$ cat config.mk
export PLATFORM = sky130hd
export DESIGN_NAME = lut_dpram
export DESIGN_NICKNAME = d
export VERILOG_FILES = /design/src/rtl/lut_dpram_pkg.sv /design/src/rtl/lut_rst_sync.sv /design/src/rtl/lut_wr_capture.sv /design/src/rtl/lut_ram_array.sv /design/src/rtl/lut_dpram.sv
export SDC_FILE = /design/constraint.sdc
export NUM_CORES = 1
export LEC_CHECK = 0
export ABC_CLOCK_PERIOD_IN_PS = 1700
export BUFFER_PORTS_ARGS = -buffer_cell sky130_fd_sc_hd__buf_2
export CAP_MARGIN = 20
export CELL_PAD_IN_SITES_DETAIL_PLACEMENT = 2
export CELL_PAD_IN_SITES_GLOBAL_PLACEMENT = 2
export CORE_ASPECT_RATIO = 2
export CORE_MARGIN = 1
export CORE_UTILIZATION = 31
export DETAILED_ROUTE_END_ITERATION = 12
export PLACE_DENSITY = 0.63
export SETUP_SLACK_MARGIN = 0.5
export SYNTH_ARGS = -nofsm -noshare
export SYNTH_HDL_FRONTEND = slang
export SYNTH_SLANG_ARGS = --single-unit
$ cat constraint.sdc
create_clock -name clk -period 1.7 [get_ports clk]
set_clock_uncertainty 0.15 [all_clocks]
set_input_delay 0.085 -clock clk [delete_from_list [all_inputs] [get_ports clk]]
set_output_delay 0.085 -clock clk [all_outputs]
set_load 0.01 [all_outputs]
$ cat src/rtl/lut_dpram_pkg.sv
package lut_dpram_pkg;

  localparam int unsigned LDP_ADDR_W    = 4;
  localparam int unsigned LDP_DATA_W    = 2;
  localparam int unsigned LDP_RST_STAGE = 2;

  // read port flavours, index of each array in the read bus
  typedef enum int unsigned {
    PORT_SHARED = 0,
    PORT_SPLIT  = 1
  } rd_port_e;

  localparam int unsigned LDP_NUM_RD = 2;

  function automatic int unsigned words_of(input int unsigned aw);
    return 32'd1 << aw;
  endfunction

endpackage

$ cat src/rtl/lut_rst_sync.sv
module lut_rst_sync #(
  parameter int unsigned STAGES = 2
) (
  input  logic clk,
  input  logic rst_n,
  output logic rst_n_sync
);

  logic [STAGES-1:0] sync_q;
  logic [STAGES-1:0] sync_d;

  always_comb begin
    sync_d = {sync_q[STAGES-2:0], 1'b1};
  end

  always_ff @(posedge clk or negedge rst_n) begin
    if (!rst_n) sync_q <= '0;
    else        sync_q <= sync_d;
  end

  assign rst_n_sync = sync_q[STAGES-1];


  sync_release_chk: assert property (@(posedge clk) disable iff (!rst_n)
    $rose(rst_n_sync) |-> $past(rst_n));

endmodule

$ cat src/rtl/lut_wr_capture.sv
module lut_wr_capture #(
  parameter int unsigned ADDR_W = 4,
  parameter int unsigned DATA_W = 2
) (
  input  logic              clk,
  input  logic              rst_n,
  input  logic              we,
  input  logic              wpe,
  input  logic [ADDR_W-1:0] addr,
  input  logic [DATA_W-1:0] wdata,
  output logic              wr_q,
  output logic [ADDR_W-1:0] wa_q,
  output logic [DATA_W-1:0] wd_q
);

  logic wr_d;
  logic cap_en;

  always_comb begin
    wr_d   = we & wpe;
    cap_en = wr_d;
  end

  // request flag: the only reset state of the write path
  always_ff @(posedge clk or negedge rst_n) begin
    if (!rst_n) wr_q <= 1'b0;
    else        wr_q <= wr_d;
  end

  // captured address and data, loaded only with a request
  always_ff @(posedge clk) begin
    if (cap_en) begin
      wa_q <= addr;
      wd_q <= wdata;
    end
  end


  wr_gate_chk: assert property (@(posedge clk) disable iff (!rst_n)
    wr_q |-> $past(we && wpe));

endmodule

$ cat src/rtl/lut_ram_array.sv
module lut_ram_array #(
  parameter int unsigned ADDR_W = 4,
  parameter int unsigned DATA_W = 2
) (
  input  logic              clk,
  input  logic              rst_n,
  input  logic              wr_en,
  input  logic [ADDR_W-1:0] wa,
  input  logic [DATA_W-1:0] wd,
  input  logic [ADDR_W-1:0] ra,
  output logic [DATA_W-1:0] rdata
);

  localparam int unsigned WORDS = lut_dpram_pkg::words_of(ADDR_W);

  logic [DATA_W-1:0] mem [WORDS];

  always_ff @(posedge clk) begin
    if (wr_en) mem[wa] <= wd;
  end

  assign rdata = mem[ra];


  write_land_chk: assert property (@(posedge clk) disable iff (!rst_n)
    wr_en |=> (mem[$past(wa)] == $past(wd)));


  hold_chk: assert property (@(posedge clk) disable iff (!rst_n)
    ($past(!wr_en) && $stable(ra)) |-> $stable(rdata));

endmodule

$ cat src/rtl/lut_dpram.sv
module lut_dpram #(
  parameter int unsigned ADDR_W = lut_dpram_pkg::LDP_ADDR_W,
  parameter int unsigned DATA_W = lut_dpram_pkg::LDP_DATA_W
) (
  input  logic              clk,
  input  logic              rst_n,
  input  logic              we,
  input  logic              wpe,
  input  logic [ADDR_W-1:0] addr,
  input  logic [DATA_W-1:0] wdata,
  input  logic [ADDR_W-1:0] raddr,
  output logic [DATA_W-1:0] sp_rdata,
  output logic [DATA_W-1:0] dp_rdata
);

  import lut_dpram_pkg::*;

  localparam int unsigned NUM_RD = LDP_NUM_RD;

  logic              rst_n_sync;
  logic              wr_q;
  logic [ADDR_W-1:0] wa_q;
  logic [DATA_W-1:0] wd_q;
  logic [ADDR_W-1:0] ra_sel [NUM_RD];
  logic [DATA_W-1:0] rd_bus [NUM_RD];

  lut_rst_sync #(.STAGES(LDP_RST_STAGE)) u_rst (
    .clk        (clk),
    .rst_n      (rst_n),
    .rst_n_sync (rst_n_sync)
  );

  lut_wr_capture #(.ADDR_W(ADDR_W), .DATA_W(DATA_W)) u_cap (
    .clk   (clk),
    .rst_n (rst_n_sync),
    .we    (we),
    .wpe   (wpe),
    .addr  (addr),
    .wdata (wdata),
    .wr_q  (wr_q),
    .wa_q  (wa_q),
    .wd_q  (wd_q)
  );

  for (genvar gi = 0; gi < NUM_RD; gi++) begin : g_arr
    if (gi == int'(PORT_SHARED)) begin : g_shared
      assign ra_sel[gi] = addr;
    end else begin : g_split
      assign ra_sel[gi] = raddr;
    end

    lut_ram_array #(.ADDR_W(ADDR_W), .DATA_W(DATA_W)) u_arr (
      .clk   (clk),
      .rst_n (rst_n_sync),
      .wr_en (wr_q),
      .wa    (wa_q),
      .wd    (wd_q),
      .ra    (ra_sel[gi]),
      .rdata (rd_bus[gi])
    );
  end

  assign sp_rdata = rd_bus[PORT_SHARED];
  assign dp_rdata = rd_bus[PORT_SPLIT];


  mirror_chk: assert property (@(posedge clk) disable iff (!rst_n_sync)
    ($past(wr_q) && (raddr == $past(wa_q)) && (addr == raddr))
      |-> (dp_rdata == sp_rdata));

endmodule

==> reports/qor.txt, run 1 <==
RSZ-0062 raised after global routing: yes
Post-Syn Area: 1890 um2
Proportion of layout cells with a drive suffix above 1: 0.500
Pwr dens: 955 nW/um2
CTS tree: yes
Max FO, Critical Path: 2
First-pass GRT wire length: 7.56 mm
Outcome: complete, but fails checks
CTS Buf Count: 5
DR DRC count: 2
Antenna violations before repair: 0
Max Cap Violations: 0
Min-Delay Path Depth: 1
Cell variety after synth: 17
Critical path data arrival time: 1.58 ns
Power after layout: 2.47 mW
DP Worst Slack: 0.112 ns
Die X: 57.2 um
Grt ovf: 0
Detailed Place HPWL: 3.28 mm
Starting density of the core: 0.325
Final-report hold violation count: 0
Post-route ant nets: 0
Clock Latency Late Sink: 0.28 ns
DR pass1 iterations: 8
Yosys top cell area share: 0.604
Flops & latches, synth: 41
Diodes inserted: 0
Leakage Power: 0.906 nW
Area growth syn-to-layout: 37.1%
Gate Count Post-Synth: 108
Sequential fraction of the synthesis area: 0.644
R2r endpoint: g_arr[1].u_arr.mem[0][1]$_DFFE_PP_
CTS max path bufs: 2
# IOs: 18
CP Capture Type: output port
Routed WL per cell: 22.0 um
Avg Inst Size Synth: 17.5 um2
R2r setup slk: 0.09 ns
Maximum VDD drop: 0.928 mV
Clk root buf: clkbuf_16
TritonCTS Sinks: 41
GRT Total Usage: 0.169
Routed WL: 4.74 mm
Final #Nets: 168
Die Height: 112 um
Largest net degree at the start of global routing: 17
Total Neg Setup Slack: -0.407 ns
Final setup fails: 4
Setup ws final: -0.111 ns
Crit path time final: 1.81 ns
Mapped Nets: 122
Pins over their slew limit: 0
Max Clk Rate: 552 MHz
Count of warnings emitted by yosys: 0
Required time worst endpoint: 1.46 ns
Reg2reg path depth: 2
HP Start: addr[1]
Vias in the first global route: 1,351
Clock-pin slew on the worst setup and hold paths: 0.05 ns
Critical Path Max Stage Delay: 0.49 ns
Core Util, Final: 0.446
Vias: 1,145
Part of the cycle the worst path needs: 1.07
IO buf count: 17
HP Class: primary input to flop
Crit path cell chain: mux4_2 -> a22oi_2 -> nand3_1 -> buf_2
Reg2reg start: u_cap.wa_q[2]$_DFFE_PP_
H-tree depth reported by CTS: 2
Yosys top cell by area: edfxtp_1
Largest cells by area after synthesis: edfxtp_1 60%, mux4_1 17%, mux4_2 4.8%, dfrtp_1 4.0%, nor2_1 2.8%
Worst hold endpoint: u_cap.wa_q[1]$_DFFE_PP_
Routability cong.: 0.795
Critical path launch point: g_arr[1].u_arr.mem[4][1]$_DFFE_PP_
Core Region: 5810 um2
CP startpoint kind: flop
1st-iter DRT viols: 54
Setup Crit Path Kind: flop to output port
Vias/cell: 5.33
Failing checks: DRC, setup timing
Number of placement rows: 39
Die ar.: 6430 um2
CP max-delay cell: mux4_2
==> flip-flops by register name (all words and copies together) (netlist names) <==
name and count:
u_cap.wd_q 2, u_cap.wr_q 1, u_cap.wa_q 4, u_rst.sync_q 2, g_arr.u_arr.mem 32
==> cells in the final DEF, fill, tap and decap left out <==
cell           netlist  layout
and2_1               1       1
buf_2                0      17
edfxtp_1            38      38
or3b_4               0       1
dlygate4sd3_1        0       7
nor2_1              14       2
a22oi_2              0       4
nor2_4               0      12
dfrtp_2              0       1
dfrtp_1              3       2
nand2_4              0       1
conb_1               1       1
mux4_1              12       8
nand2b_4             0       2
nand3_1              9       8
nand3_4              0       1
mux4_2               4       8
nor3_2               0       2
clkinv_2             0       1
bufinv_16            0       1
nand3b_1             2       2
buf_6                2       8
nor3_4               0       2
clkbuf_16            0       5
nor2b_1              4       4
nand2_1              5       4
buf_4                0      11
==> synth_stat cells <==
master and number:
or3b_2 1, nand2b_1 2, nor3_1 4, edfxtp_1 38, and2_1 1, nand3_1 9, nand3b_1 2, buf_6 2
nor2b_1 4, mux4_2 4, conb_1 1, nand2_1 5, clkbuf_1 2, nor2_1 14, a22oi_1 4, mux4_1 12
dfrtp_1 3
==> cell type report <==
type | count | area [um2]
multi-input combinational | 63 | 808
timing repair buffer | 43 | 328
clock inverter | 2 | 35.0
tap | 61 | 76.3
clock buffer | 5 | 125
fill | 529 | 3220
sequential | 41 | 1220
==> layer usage <==
metal | wire length (um) | part of all wire | global-route usage
met3 | 120 | 0.025 | 0.0265
met1 | 1460 | 0.31 | 0.149
met5 | 0 | 0 | 0
met4 | 150 | 0.032 | 0.0862
met2 | 3010 | 0.64 | 0.341
==> logic make-up (layout without fill, tap and decap cells) <==
kind of cell    after synthesis  in the layout  share of synthesized area
buf+inv                       4             50                     0.0159
compound gates                4              4                     0.0159
mux                          16             16                      0.215
simple gates                 42             42                      0.108
flops                        41             41                      0.644
other cells                   1              1                    0.00198
==> per-stage QoR <==
| step | instances | hold slack (ns) | instance area [um2] |
|---|---|---|---|
| after floorplan | 108 | -0.361 | 1910 |
| after global placement | 182 | -0.281 | 2040 |
| after detailed placement | 182 | -0.278 | 2040 |
| after CTS | 209 | 0.0280 | 2540 |
| after global routing | 215 | 0.0308 | 2590 |
| final | 215 | 0.0287 | 2590 |
==> report_power, final <==
part / internal [mW] / total [mW] / switching, mW
Sequential: 1.13 / 1.16 / 0.0295
Clock: 0.681 / 1.05 / 0.371
Combinational: 0.132 / 0.257 / 0.125
Total: 1.95 / 2.47 / 0.526
==> timing repair <==
item / 4_1_cts / 5_1_grt
endpoints found under the hold margin: 7 / 0
pin swaps: 6 / 2
hold buffers: 7 / 0
buffers inserted: 13 / 6
gates resized for setup: 47 / 3
setup endpoints to repair: 36 / 36
==> worst max path at each step <==
stage / cells after the start / slack (ns) / to
6_report: 4 / -0.11 / dp_rdata[1]
2_1_floorplan: 2 / 0.27 / g_arr[1].u_arr.mem[0][0]$_DFFE_PP_
3_3_place_gp: 5 / 0.14 / sp_rdata[1]
3_5_place_dp: 5 / 0.11 / sp_rdata[1]
5_1_grt: 4 / -0.18 / dp_rdata[1]
4_1_cts: 4 / -0.12 / dp_rdata[1]
==> worst max-delay path, delay by kind of cell, from the launching register on <==
kind | cells | cell delay (ns)
muxes | 1 | 0.49
buffers and inverters | 1 | 0.14
AOI/OAI and AO/OA | 1 | 0.13
DFF | 1 | 0.42
and+or+nand+nor | 1 | 0.10
No activity file was read; power rests on OpenSTA's default activity.
==> run 2: changes to the inputs <==
--- a/config.mk
+++ b/config.mk
@@ -15,7 +15,7 @@
 export CORE_UTILIZATION = 31
 export DETAILED_ROUTE_END_ITERATION = 12
 export PLACE_DENSITY = 0.63
-export SETUP_SLACK_MARGIN = 0.5
+export SETUP_SLACK_MARGIN = 0.05
 export SYNTH_ARGS = -nofsm -noshare
 export SYNTH_HDL_FRONTEND = slang
 export SYNTH_SLANG_ARGS = --single-unit
==> run 2 against run 1 <==
Fmax fell by 2.3%; final area fell by 12%; combinational power decreased by 30%; setup slack got worse by 0.043 ns; the flow still finishes with violations (DRC, setup timing); largest power group unchanged; critical endpoint is now sp_rdata[0]; count of clock-buffer cells in the layout unchanged; utilization is 5.3 points lower.
==> reports/qor.txt, run 2 (synthesis gave the netlist of run 1 again) <==
Most common cell after layout, fill and taps aside: edfxtp_1
Most frequent cells in the layout: 38 x edfxtp_1, 17 x buf_2, 13 x nor2_1
Postcts setup bufs: 0 (-13)
Die X: 57.2 um (unchanged)
Diodes inserted: 0 (unchanged)
Core Util, Final: 0.393 (-0.0532)
Grt ovf: 0 (unchanged)
Vias/cell: 5.43 (+1.9%)
Fin cells: 201 (-6.5%)
HP Class: primary input to flop
CP startpoint kind: flop
Dpl cells: 186 (+2.2%)
Proportion of layout cells with a drive suffix above 1: 0.314 (-0.186)
GR Util met1: 0.143 (-0.00573)
Final setup fails: 4 (unchanged)
Share of power burned in registers: 0.524 (+0.054)
Total Neg Setup Slack: -0.500 ns (-0.0929 ns)
Outcome: complete, but fails checks
Placed cell areas: 2050 um2 (+0.43%)
CP Capture Type: output port
Area growth syn-to-layout: 20.7%
Worst hold slack: 0.0423 ns (+0.0136 ns)
GRT Total Usage: 0.159 (-0.00991)
CTS tree: yes
Die Height: 112 um (unchanged)
Vias in the first global route: 1,284 (-5.0%)
Die ar.: 6430 um2 (unchanged)
Antenna violations before repair: 0 (unchanged)
Routability cong.: 0.731 (-8.1%)
Met3 track utilization from global routing: 0.0300 (+0.00346)
# fillers: 574 (+8.5%)
Post-route ant nets: 0 (unchanged)
Comb pwr share: 0.081 (-0.023)
Clock-pin slew on the worst setup and hold paths: 0.06 ns (about the same)
Clk network pwr share: 0.396 (-0.030)
Vias: 1,091 (-4.7%)
Part of the cycle the worst path needs: 1.09 (+0.0253)
Clk root buf: clkbuf_16
Pins over their slew limit: 0 (unchanged)
H-tree depth reported by CTS: 2 (unchanged)
Largest net degree at the start of global routing: 17 (unchanged)
# IOs: 18 (unchanged)
Storage cell area: 1220 um2 (-0.10%)
RSZ-0062 raised after global routing: yes
Leakage Power: 0.786 nW (-13%)
Grt peak-use layer: met2
Crit path time final: 1.85 ns (+0.0431 ns)
IO buf count: 17 (unchanged)
Worst slew pin tran: 0.524 ns
Top flop regs: g_arr.u_arr.mem x32, u_cap.wa_q x4
Reg2reg path depth: 2 (unchanged)
DR pass1 iterations: 10 (+2)
Number of placement rows: 39 (unchanged)
Core Region: 5810 um2 (unchanged)
1st-iter DRT viols: 36 (-33%)
Headroom to the max-slew limit: 0.651
Switching part of the total power: 0.211 (-0.00173)
Pwr dens: 975 nW/um2 (+2.2%)
Maximum VDD drop: 0.731 mV (-21%)
Max reg flops: 32 (unchanged)
Finished Cell Area: 2280 um2 (-12%)
P_sw: 0.470 mW (-11%)
Power after layout: 2.22 mW (-10%)
Clock Latency Late Sink: 0.28 ns (about the same)
Routed WL per cell: 21.8 um (-0.96%)
Max Cap Violations: 0 (unchanged)
CTS Buf Count: 5 (unchanged)
Routed WL: 4.39 mm (-7.4%)
Multi-input combinational cell area: 666 um2 (-18%)
TritonCTS Sinks: 41 (unchanged)
Starting density of the core: 0.325 (unchanged)
Min-Delay Path Depth: 1 (unchanged)
Final #Nets: 153 (-8.9%)
Critical path data arrival time: 1.62 ns (+0.04 ns)
Max Clk Rate: 539 MHz (-2.3%)
Required time worst endpoint: 1.46 ns (about the same)
Detailed Place HPWL: 3.34 mm (+1.8%)
Internal power: 1.75 mW (-9.8%)
Setup ws final: -0.154 ns (-0.0431 ns)
First-pass GRT wire length: 7.08 mm (-6.4%)
DP Worst Slack: 0.0592 ns (-0.0530 ns)
Met2 Track Usage GR: 0.306 (-0.0353)
CTS max path bufs: 2 (unchanged)
Failing checks: DRC, setup timing
Setup Crit Path Kind: flop to output port
Max FO, Critical Path: 2 (unchanged)
Final-report hold violation count: 0 (unchanged)
Top reg by flops: g_arr.u_arr.mem
DR DRC count: 3 (+1)
run 2: power groups by stage:
stage	Clock [mW]	Sequential, mW	Combinational, mW
finish	0.881	1.16	0.179
global route	0.940	1.17	0.196
CTS	0.905	1.16	0.180
detailed placement	0	1.18	0.159
global placement	0	1.18	0.155
floorplan	0	1.17	0.0985
run 2: path summary, 6_finish.rpt:
kind,to,slack [ns],start
min in group asynchronous,u_cap.wr_q$_DFF_PN0_,0.40,u_rst.sync_q[1]$_DFF_PN0_
max reg2reg,g_arr[1].u_arr.mem[3][0]$_DFFE_PP_,0.10,u_cap.wa_q[3]$_DFFE_PP_
max in group asynchronous,u_rst.sync_q[0]$_DFF_PN0_,0.78,rst_n
min reg2reg,u_rst.sync_q[1]$_DFF_PN0_,0.21,u_rst.sync_q[0]$_DFF_PN0_
max,sp_rdata[0],-0.15,g_arr[1].u_arr.mem[2][0]$_DFFE_PP_
min,u_cap.wa_q[1]$_DFFE_PP_,0.04,addr[1]
run 2: final cells by class:
type	instances	area share
Clock buffer	5	0.0549
Tap cell	61	0.0335
Clock inverter	3	0.00549
Timing Repair Buffer	28	0.0812
Sequential cell	41	0.533
Multi-Input combinational cell	63	0.292
run 2: what timing repair did:
item,CTS,global route
setup endpoints to repair,6,10
pin swaps,4,0
resized for setup,9,3
hold buffers,7,0
hold endpoints to repair,7,0
run 2: routing by layer:
layer  part of all wire  up-vias
met2               0.63       34
met5                  0        -
met1               0.31      548
li1                   -      498
met3              0.035       11
met4              0.033        0
run 2: critical path, stage by stage (launching register included):
cell      delay (ns)
edfxtp_1        0.41
mux4_2          0.48
a22oi_2         0.21
nand3_1         0.10
buf_2           0.14
==> run 3: changes to the inputs <==
==> constraint.sdc (replaced) <==
create_clock -name clk -period 1.7 [get_ports clk]
set_clock_uncertainty 0.15 [all_clocks]
set_input_delay 0.34 -clock clk [delete_from_list [all_inputs] [get_ports clk]]
set_output_delay 0.34 -clock clk [all_outputs]
set_load 0.01 [all_outputs]
==> run 3 against run 2 <==
The run still ends with DRC, setup timing left; sequential power about the same; count of clock-buffer cells in the layout did not move; setup slack lost 0.24 ns; total power increased by 0.14%; fmax decreased by 11%; register-to-register slack got worse by 0.03 ns; non-clock buffer count is 4 lower; utilization fell by 0.80 points; critical endpoint is now dp_rdata[0]; largest cell class unchanged.
==> reports/qor.txt, run 3 (synthesis gave the netlist of run 1 again) <==
Multi-input combinational cell area: 657 um2 (-1.3%)
Max reg flops: 32 (unchanged)
Routability cong.: 0.839 (+15%)
Reg2reg path depth: 2 (unchanged)
Storage cell area: 1220 um2 (unchanged)
Worst hold endpoint: u_cap.wd_q[1]$_DFFE_PP_
Antenna violations before repair: 0 (unchanged)
First-pass GRT wire length: 6.98 mm (-1.4%)
Maximum VDD drop: 0.767 mV (+4.9%)
Core Region: 5810 um2 (unchanged)
Reg2reg start: u_cap.wa_q[3]$_DFFE_PP_
Routed WL: 4.39 mm (about the same)
Postcts setup bufs: 0 (unchanged)
Starting density of the core: 0.325 (unchanged)
Required time worst endpoint: 1.21 ns (-0.25 ns)
Placed cell areas: 2040 um2 (-0.37%)
Headroom to the max-slew limit: 0.662 (+0.0112)
Max Clk Rate: 478 MHz (-11%)
Final-report hold violation count: 0 (unchanged)
HP Start: wdata[1]
Die ar.: 6430 um2 (unchanged)
CTS Buf Count: 5 (unchanged)
Proportion of layout cells with a drive suffix above 1: 0.338 (+0.0239)
Clock-pin slew on the worst setup and hold paths: 0.06 ns (about the same)
Outcome: complete, but fails checks
Grt ovf: 0 (unchanged)
Die Height: 112 um (unchanged)
Max Cap Violations: 0 (unchanged)
Vias/cell: 5.47 (+0.81%)
DR DRC count: 2 (-1)
GRT Total Usage: 0.158 (-0.000719)
Routed WL per cell: 22.3 um (+2.0%)
HP Class: primary input to flop
Detailed Place HPWL: 3.45 mm (+3.2%)
Pins over their slew limit: 0 (unchanged)
CP startpoint kind: flop
Fin cells: 197 (-2.0%)
Top reg by flops: g_arr.u_arr.mem
Diodes inserted: 0 (unchanged)
Final #Nets: 149 (-2.6%)
Failing checks: DRC, setup timing
Finished Cell Area: 2230 um2 (-2.0%)
R2r endpoint: g_arr[1].u_arr.mem[1][1]$_DFFE_PP_
Most frequent cells in the layout: 38 x edfxtp_1, 15 x buf_2, 12 x nor2_1
Largest net degree at the start of global routing: 17 (unchanged)
Core Util, Final: 0.385 (-0.00797)
Part of the cycle the worst path needs: 1.23 (+0.140)
Clock Latency Late Sink: 0.28 ns (about the same)
1st-iter DRT viols: 28 (-22%)
Final setup fails: 4 (unchanged)
Min-Delay Path Depth: 1 (unchanged)
R2r setup slk: 0.07 ns (-0.03 ns)
TritonCTS Sinks: 41 (unchanged)
Crit path time final: 2.09 ns (+0.237 ns)
Area growth syn-to-layout: 18.3%
Top flop regs: g_arr.u_arr.mem x32, u_cap.wa_q x4
Post-route ant nets: 0 (unchanged)
Clk root buf: clkbuf_16
Most common cell after layout, fill and taps aside: edfxtp_1
Number of placement rows: 39 (unchanged)
Leakage Power: 0.764 nW (-2.9%)
Critical path data arrival time: 1.60 ns (-0.02 ns)
Vias: 1,078 (-1.2%)
Pwr dens: 997 nW/um2 (+2.2%)
CTS tree: yes
H-tree depth reported by CTS: 2 (unchanged)
Setup Crit Path Kind: flop to output port
Worst slew pin tran: 0.507 ns (-0.0168 ns)
DP Worst Slack: -0.414 ns (-0.473 ns)
DR pass1 iterations: 8 (-2)
CP Capture Type: output port
Setup ws final: -0.392 ns (-0.237 ns)
Die X: 57.2 um (unchanged)
Dpl cells: 187 (+0.54%)
CTS max path bufs: 2 (unchanged)
Max FO, Critical Path: 2 (unchanged)
Vias in the first global route: 1,232 (-4.0%)
RSZ-0062 raised after global routing: yes
# IOs: 18 (unchanged)
# fillers: 573 (-0.17%)
IO buf count: 17 (unchanged)
==> run 3: what timing repair did <==
action,4_1_cts,5_1_grt
resized for setup,8,4
endpoints found under the hold margin,3,0
hold buffers,2,0
endpoints found under the setup margin,6,7
pin swaps,2,0
cloned,0,0
==> run 3: cell type report <==
cell class,count,area share
flip-flops and latches,41,0.544
repair buffers,24,0.0661
multi-input cells,63,0.294
clock buffers,5,0.0560
clock inverters,3,0.00560
well taps,61,0.0342
==> run 3: where the power goes <==
| group | leakage, nW | total, mW | switching [mW] | internal (mW) |
|---|---|---|---|---|
| clock network | 0.0687 | 0.887 | 0.357 | 0.530 |
| registers | 0.381 | 1.16 | 0.0308 | 1.13 |
| logic | 0.314 | 0.176 | 0.0892 | 0.0870 |
==> run 3: stage by stage <==
stage / TNS, ns / power (mW) / hold WS (ns)
after global routing: -1.77 / 2.30 / 0.0808
after floorplan: -0.0711 / 1.28 / -0.156
after global placement: -1.45 / 1.34 / -0.146
after detailed placement: -1.71 / 1.35 / -0.149
after CTS: -1.55 / 2.24 / 0.0782
final: -1.48 / 2.23 / 0.0822
==> run 3: critical path, cell delays in order, from the launching register on <==
cell      delay, ns
edfxtp_1       0.40
mux4_2         0.52
a22oi_2        0.18
nand3_1        0.09
buf_2          0.14
==> run 3: worst max-delay path by stage <==
stage,from,endpoint,slack (ns)
global placement,raddr[0],dp_rdata[0],-0.38
detailed placement,addr[0],sp_rdata[1],-0.41
global route,g_arr[1].u_arr.mem[3][1]$_DFFE_PP_,dp_rdata[1],-0.46
CTS,g_arr[1].u_arr.mem[3][0]$_DFFE_PP_,dp_rdata[0],-0.42
floorplan,raddr[0],dp_rdata[0],-0.02
finish,g_arr[1].u_arr.mem[3][0]$_DFFE_PP_,dp_rdata[0],-0.39
==> run 3: per-layer routing <==
metal | wire length (um) | global-route usage | vias up | share of wire
li1 | - | - | 490 | -
met2 | 2820 | 0.318 | 30 | 0.64
met3 | 132 | 0.0276 | 15 | 0.030
met4 | 210 | 0.107 | 0 | 0.048
met5 | 0 | 0 | - | 0
met1 | 1220 | 0.127 | 543 | 0.28
